[src/rtl/bcd_add_pkg.sv]
package bcd_add_pkg;

    localparam int unsigned NIBBLE_W = 4;
    localparam logic [3:0]  FIX_SIX  = 4'b0110;
    localparam logic [3:0]  MAX_DEC  = 4'd9;

    typedef logic [NIBBLE_W-1:0] nibble_t;

    typedef struct packed {
        logic    carry;
        nibble_t digit;
    } dec_digit_t;

    // Flag a 5-bit binary digit total that is not a legal decimal digit.
    function automatic logic over_nine(input logic [4:0] total);
        return total[4] | (total[3] & (total[2] | total[1]));
    endfunction

endpackage

[src/rtl/bcd_digit_cell.sv]
module bcd_digit_cell
    import bcd_add_pkg::*;
(
    input  nibble_t    a_dig,
    input  nibble_t    b_dig,
    input  logic       c_in,
    output dec_digit_t res
);
    logic [4:0] raw_total;
    logic       fix_flag;

    // Stage 1: plain binary add of the two digits and the incoming carry.
    assign raw_total = {1'b0, a_dig} + {1'b0, b_dig} + {4'b0, c_in};

    // Detector: binary carry or sum in 10..15.
    assign fix_flag  = over_nine(raw_total);

    // Stage 2: add six when flagged; the carry of this adder is dropped.
    assign res.digit = raw_total[3:0] + (fix_flag ? FIX_SIX : 4'd0);
    assign res.carry = fix_flag;

    always_comb begin
        if (a_dig <= MAX_DEC && b_dig <= MAX_DEC) begin
            AST_DIGIT_VALUE: assert ((res.carry ? 5'd10 : 5'd0) + {1'b0, res.digit}
                                     == {1'b0, a_dig} + {1'b0, b_dig} + {4'b0, c_in});
            AST_DIGIT_RANGE: assert (res.digit <= MAX_DEC);
        end
    end

endmodule

[src/rtl/bcd_digit_chain.sv]
module bcd_digit_chain
    import bcd_add_pkg::*;
#(
    parameter int unsigned DIGITS = 4,
    localparam int unsigned BUS_W = DIGITS * NIBBLE_W
) (
    input  logic [BUS_W-1:0] a_bus,
    input  logic [BUS_W-1:0] b_bus,
    input  logic             c_first,
    output logic [BUS_W-1:0] s_bus,
    output logic             c_last
);
    logic [DIGITS:0] ripple;

    assign ripple[0] = c_first;

    for (genvar gi = 0; gi < DIGITS; gi++) begin : g_digit
        dec_digit_t cell_res;

        bcd_digit_cell u_cell (
            .a_dig (a_bus[gi*NIBBLE_W +: NIBBLE_W]),
            .b_dig (b_bus[gi*NIBBLE_W +: NIBBLE_W]),
            .c_in  (ripple[gi]),
            .res   (cell_res)
        );

        assign s_bus[gi*NIBBLE_W +: NIBBLE_W] = cell_res.digit;
        assign ripple[gi+1]                   = cell_res.carry;
    end

    assign c_last = ripple[DIGITS];

endmodule

[src/rtl/bcd_cascade_adder.sv]
module bcd_cascade_adder
    import bcd_add_pkg::*;
#(
    parameter int unsigned DIGITS = 4,
    localparam int unsigned BUS_W = DIGITS * NIBBLE_W
) (
    input  logic             clk,
    input  logic             rst,
    input  logic             in_valid,
    input  logic [BUS_W-1:0] a_bcd,
    input  logic [BUS_W-1:0] b_bcd,
    input  logic             carry_in,
    output logic             out_valid,
    output logic [BUS_W-1:0] sum_bcd,
    output logic             carry_out
);
    logic [BUS_W-1:0] sum_comb;
    logic             carry_comb;
    logic             ran_once;

    bcd_digit_chain #(.DIGITS(DIGITS)) u_chain (
        .a_bus   (a_bcd),
        .b_bus   (b_bcd),
        .c_first (carry_in),
        .s_bus   (sum_comb),
        .c_last  (carry_comb)
    );

    always_ff @(posedge clk) begin
        if (rst) begin
            out_valid <= 1'b0;
            sum_bcd   <= '0;
            carry_out <= 1'b0;
            ran_once  <= 1'b0;
        end else begin
            out_valid <= in_valid;
            ran_once  <= 1'b1;
            if (in_valid) begin
                sum_bcd   <= sum_comb;
                carry_out <= carry_comb;
            end
        end
    end

    AST_RESET_CLEAR: assert property (@(posedge clk)
        $past(rst) |-> (!out_valid && sum_bcd == '0 && !carry_out));

    AST_VALID_LATENCY: assert property (@(posedge clk) disable iff (rst)
        ran_once |-> (out_valid == $past(in_valid)));

    AST_IDLE_HOLD: assert property (@(posedge clk) disable iff (rst)
        !in_valid |=> ($stable(sum_bcd) && $stable(carry_out)));

endmodule

[config.mk]
export PLATFORM = sky130hd
export DESIGN_NAME = bcd_cascade_adder
export DESIGN_NICKNAME = d
export VERILOG_FILES = /design/src/rtl/bcd_add_pkg.sv /design/src/rtl/bcd_digit_cell.sv /design/src/rtl/bcd_digit_chain.sv /design/src/rtl/bcd_cascade_adder.sv
export SDC_FILE = /design/constraint.sdc
export NUM_CORES = 1
export LEC_CHECK = 0
export BUFFER_PORTS_ARGS = -buffer_cell sky130_fd_sc_hd__buf_2
export CELL_PAD_IN_SITES_DETAIL_PLACEMENT = 0
export CELL_PAD_IN_SITES_GLOBAL_PLACEMENT = 2
export CORE_MARGIN = 2
export CORE_UTILIZATION = 30
export CTS_CLUSTER_SIZE = 10
export DETAILED_ROUTE_END_ITERATION = 6
export PLACE_DENSITY_LB_ADDON = 0.25
export SLEW_MARGIN = 5
export SYNTH_ARGS = -nofsm -noshare
export SYNTH_HDL_FRONTEND = slang
export SYNTH_SLANG_ARGS = --single-unit
export TNS_END_PERCENT = 1
[constraint.sdc]
create_clock -name clk -period 12.1 [get_ports clk]
set_clock_uncertainty 0.1 [all_clocks]
set_input_delay 1.21 -clock clk [delete_from_list [all_inputs] [get_ports clk]]
set_output_delay 1.21 -clock clk [all_outputs]
set_load 0.005 [all_outputs]
### Word-level counts from Yosys, hierarchy flattened

Index checks and enable logic that the tools add are counted.
Widths: inputs -> output; s select.

* register bits: 18
* latch bits: 0
* RAM bits: 0
* memory bits (read-only): 0
* input bits: 36
* output and inout bits: 18
* logic and storage cells: 31
* memories kept: 0

* add/subtract/negate cells: 12
* multipliers: 0
* divide/modulo/power cells: 0
* $lt $le $gt $ge: 0
* equal/unequal tests: 0
* shift-type cells: 0
* muxes and demuxes: 4
* bitwise gates (word level): 12
* reduce and logical (&&, ||, !) cells: 0

Operators by type and width (number)
* $add 4x4->5: 4
* $add 5x1->5: 4
* $add 4x3->4: 4
* $mux 3: 4
* $or 1x1->1: 8
* $and 1x1->1: 4

### Depth between registers and ports, before layout

* depth in word-level cells: 19
* depth in mapped cells: 28
* mapped depth without buffers: 28

### Cells and area by module

A second synthesis with hierarchy kept.

* cells, all modules: 180
* area, all modules: 1696.6 um2

Modules (own cells, without submodules)
* bcd_digit_cell at u_chain.g_digit[0].u_cell ...: times used 3, cells an instance 31, area an instance 264.0 um2, sequential area each 0.0 um2
* bcd_cascade_adder: times used 1, cells an instance 57, area an instance 641.9 um2, sequential area each 360.3 um2
* bcd_digit_cell at u_chain.g_digit[3].u_cell: times used 1, cells an instance 30, area an instance 262.8 um2, sequential area each 0.0 um2

### Least setup slack after synthesis

No wires, ideal clock.

* path kind: input-to-reg
* start: input port a_bcd[0]
* end: register sum_bcd[15]
* library setup time: 0.086 ns
* arrival: 7.892 ns
* data required time: 11.914 ns
* slack: 4.023 ns
* stages on the path: 27
* buffers on the path: 0
* cells stage by stage: inv_1 > fa_1 > inv_1 > fa_1 > nor2_1 > or3b_1 > o311ai_0 > fa_1 > fa_1 > or3_1 > o21ai_0 > a22oi_1 > fa_1 > fa_1 > o21ai_0 > a21oi_1 > a31oi_1 > a31oi_1 > fa_1 > fa_1 > a21o_1 > a21o_1 > o21bai_1 > ha_1 > fa_1 > xor3_1 > a211oi_1

* cells in the longest elaborated chain, start to end: 19

Ends and longest elaborated chain
* from (decl): RTL line bcd_cascade_adder.sv:10 `input logic [BUS_W-1:0] a_bcd,`
* $add 4x4->5 *: RTL line bcd_digit_cell.sv:13 `assign raw_total = {1'b0, a_dig} + {1'b0, b_dig} + {4'b0, c_in};`
* $add 5x1->5 *: RTL line bcd_digit_cell.sv:13
* $or 1x1->1: RTL line bcd_add_pkg.sv:16 `return total[4] | (total[3] & (total[2] | total[1]));`
* $and 1x1->1: RTL line bcd_add_pkg.sv:16
* $or 1x1->1 *: RTL line bcd_add_pkg.sv:16
* $add 5x1->5 *: RTL line bcd_digit_cell.sv:13
* $or 1x1->1: RTL line bcd_add_pkg.sv:16
* $and 1x1->1: RTL line bcd_add_pkg.sv:16
* [... 4 more ...]
* $or 1x1->1 *: RTL line bcd_add_pkg.sv:16
* $add 5x1->5 *: RTL line bcd_digit_cell.sv:13
* $or 1x1->1: RTL line bcd_add_pkg.sv:16
* $and 1x1->1: RTL line bcd_add_pkg.sv:16
* $or 1x1->1 *: RTL line bcd_add_pkg.sv:16
* named net carry_comb: RTL line bcd_cascade_adder.sv:18 `logic carry_comb;`
* $mux 3 *: RTL line bcd_digit_cell.sv:19 `assign res.digit = raw_total[3:0] + (fix_flag ? FIX_SIX : 4'd0);`
* $add 4x3->4 *: RTL line bcd_digit_cell.sv:19
* to (signal assigned): RTL line bcd_cascade_adder.sv:39 `sum_bcd <= sum_comb;`
* to (decl): RTL line bcd_cascade_adder.sv:14 `output logic [BUS_W-1:0] sum_bcd,`

The timed path passes the listed nets; every way through them passes the cells marked *.
A chain may end at the register's enable or synchronous reset.

### Final worst setup path

Same ends and word-level chain as after synthesis.

==> results.sh <==
export IMPL_power_leakage_uw=0.000891
export IMPL_start_util_pct=31.8
export IMPL_n_antenna_cell=0
export IMPL_gp_congestion=0.755
export IMPL_cp_required_ns=12.17
export IMPL_ys_ff_latch=18
export IMPL_crit_slowest_cell="fa_1"
export IMPL_max_freq_ghz=0.119
export IMPL_critPathMostFrequentCell="fa_1"
export IMPL_start_kind="input pin"
export IMPL_holdPathStages=2
export IMPL_r2r_end="carry_out$_SDFFE_PP0P_"
export IMPL_die_area_mm2=0.00527
export IMPL_portBuffers=53
export IMPL_worstMarginPinSlew_ns=0.877
export IMPL_drtIter0Drc=27
export IMPL_area_delta_synth_final_pct=24.8
export IMPL_grt_usage_pct=11.9
export IMPL_crit_type="input pin to flip-flop"
export IMPL_num_vias=1145
export IMPL_multi_input_area_mm2=0.00101
export IMPL_clock_root_buffer="clkbuf_8"
export IMPL_ys_seq_area_share_pct=25.5
export IMPL_syn_mean_instance_area_um2=10.0
export IMPL_hold_path_class="flip-flop to flip-flop"
export IMPL_final_cell_mix="buf_2 (53), nor2_1 (22), dfxtp_1 (18)"
export IMPL_fillCellCount=464
export IMPL_period_share_pct=69.5
export IMPL_status="complete, no violations"
export IMPL_whs_endpoint="sum_bcd[0]$_SDFFE_PP0P_"
export IMPL_yosysWarnings=0
export IMPL_grt_max_degree=24
export IMPL_crit_start="a_bcd[0]"
export IMPL_cts_clk_slew_worst_paths_ns=0.07
export IMPL_postRouteAntennaNets=0
export IMPL_post_drt_wl_per_cell_um=11.7
export IMPL_intPower_uw=148
export IMPL_dr_pass1_iters=4
export IMPL_setup_violations=0
export IMPL_dp_hpwl_um=2390
export IMPL_r2r_start="carry_out$_SDFFE_PP0P_"
export IMPL_cp_max_fo=3
export IMPL_clk_latency_ns=0.25
export IMPL_timing_reg2reg_setup_slack_ns=11.25
export IMPL_netlist_instances=141
export IMPL_cts_sinks=18
export IMPL_fin_tns_setup_ns=0
export IMPL_drive_gt1_share_pct=29.2
export IMPL_htreeDepth=1
export IMPL_crit_path_max_incr_delay_ns=0.51
export IMPL_die_w_um=72.6
export IMPL_final_hold_violation_count=0
export IMPL_powerDensity_mw_per_mm2=128
export IMPL_ctsHoldBuffers=0
export IMPL_ios=54
export IMPL_syn_area_mm2=0.00141
export IMPL_worst_ir_drop_vdd_mv=0.0460
export IMPL_cp_end_kind="flip-flop"
export IMPL_core_mm2=0.00444
export IMPL_vias_per_cell=4.69
export IMPL_pwr_share_clk_pct=18.5
export IMPL_finalWirelength_um=2870
export IMPL_drc_errors=0
export IMPL_swShare_pct=34.3
export IMPL_rows=24
export IMPL_cts_buffer_depth=2
export IMPL_synth_nets=205
export IMPL_nets=258
export IMPL_p_comb_share_pct=47.6
export IMPL_post_cts_setup_buffers=0
export IMPL_grt_pass1_vias=1145
export IMPL_power_uw=226
export IMPL_drv_slew=0
export IMPL_die_y_um=72.6
export IMPL_grt_antenna_before_repair=0
export IMPL_grt_pass1_wl_um=4910
export IMPL_rsz0062_at_grt="false"
export IMPL_fin_crit_ns=8.42
export IMPL_power_switching_uw=77.4
export IMPL_maxCapViolations=0
export IMPL_grt_overflow_total=0
export IMPL_cts_resized=0
export IMPL_r2r_cells=3
export IMPL_slew_headroom_pct=40.8
export IMPL_synthDistinctLibCells=28
export IMPL_layout_commonest_cell="buf_2"
export IMPL_seq_area_um2=360
export IMPL_cts_buffers=3
export IMPL_seq_power_share_pct=33.9
export IMPL_min_delay_start="sum_bcd[0]$_SDFFE_PP0P_"
export IMPL_cts_tree="done"
export IMPL_cp_arrival_ns=8.48
==> layout make-up <==
cell class / count / share of cell area (%)
flip-flops and latches: 18 / 20.5
inverters: 5 / 1.07
repair buffers: 53 / 15.1
multi-input cells: 113 / 57.4
well taps: 52 / 3.69
clock buffers: 3 / 2.34
==> synth_stat cells <==
cell type | instances | area (µm²)
xor3_1 | 1 | 23.8
o21a_1 | 1 | 7.51
nand2_1 | 2 | 7.51
a31oi_1 | 3 | 18.8
dfxtp_1 | 18 | 360
nor2_1 | 22 | 82.6
a21o_1 | 6 | 45.0
inv_1 | 5 | 18.8
a21oi_1 | 6 | 30.0
o21bai_1 | 1 | 7.51
nor3b_1 | 1 | 7.51
xnor2_1 | 5 | 43.8
a22oi_1 | 1 | 7.51
nor3_1 | 1 | 5.00
clkbuf_1 | 3 | 11.3
or3_1 | 2 | 12.5
o21ai_0 | 5 | 25.0
a311oi_1 | 1 | 8.76
a211oi_1 | 5 | 37.5
buf_2 | 2 | 10.0
or3b_1 | 1 | 8.76
mux2i_1 | 12 | 120
xor2_1 | 5 | 43.8
fa_1 | 12 | 240
o311ai_0 | 1 | 8.76
nor2b_1 | 2 | 12.5
nand2b_1 | 1 | 6.26
ha_1 | 16 | 200
==> how the worst max path moves through the flow <==
stage	end	cells after the start
finish	sum_bcd[15]$_SDFFE_PP0P_	28
global route	sum_bcd[15]$_SDFFE_PP0P_	28
CTS	sum_bcd[15]$_SDFFE_PP0P_	28
detailed placement	sum_bcd[15]$_SDFFE_PP0P_	28
global placement	sum_bcd[15]$_SDFFE_PP0P_	28
floorplan	sum_bcd[15]$_SDFFE_PP0P_	27
==> logic make-up after synthesis <==
logic type / synth area share [%]
XOR/XNOR: 7.89
adder cells (fa/ha/maj): 31.2
flip-flops: 25.5
AND/OR/NAND/NOR: 10.1
buffers and inverters: 2.84
AO/OA/AOI/OAI: 13.9
multiplexers: 8.51
==> power by group through the flow <==
stage	logic [µW]	clock network (µW)	registers (µW)
floorplan	74.6	0	78.7
global route	126	46.6	78.2
detailed placement	110	0	77.9
CTS	110	44.6	76.6
finish	107	41.8	76.4
global placement	107	0	77.9
==> layer usage <==
metal  global-route usage, %  wire length [µm]  vias to the layer above
met1                    14.2              1250                      514
met5                       0                 0                        -
met4                    4.94                34                        0
met3                    2.21               165                        2
met2                    20.7              1410                       33
li1                        -                 -                      596
==> stage by stage <==
stage | hold slack, ns | setup WS, ns | area, µm² | utilization [%] | cells
after CTS | 0.380 | 3.61 | 1760 | 39.6 | 244
final | 0.376 | 3.68 | 1760 | 39.6 | 244
after detailed placement | 0.370 | 3.33 | 1720 | 38.7 | 241
after global placement | 0.367 | 3.57 | 1720 | 38.7 | 241
after global routing | 0.417 | 3.06 | 1760 | 39.6 | 244
after floorplan | 0.372 | 4.02 | 1410 | - | 141
==> critical path: cells and delay by family <==
family          cells  cell delay, ns
compound gates     11            2.11
xor+xnor            2            0.61
fa+ha+maj          10            4.06
buf+inv             3            0.20
simple gates        2            0.28
==> state kept, by name (all words and copies together), names as in the netlist <==
register   flops
sum_bcd       16
carry_out      1
out_valid      1
(Power assumes the default switching activity.)
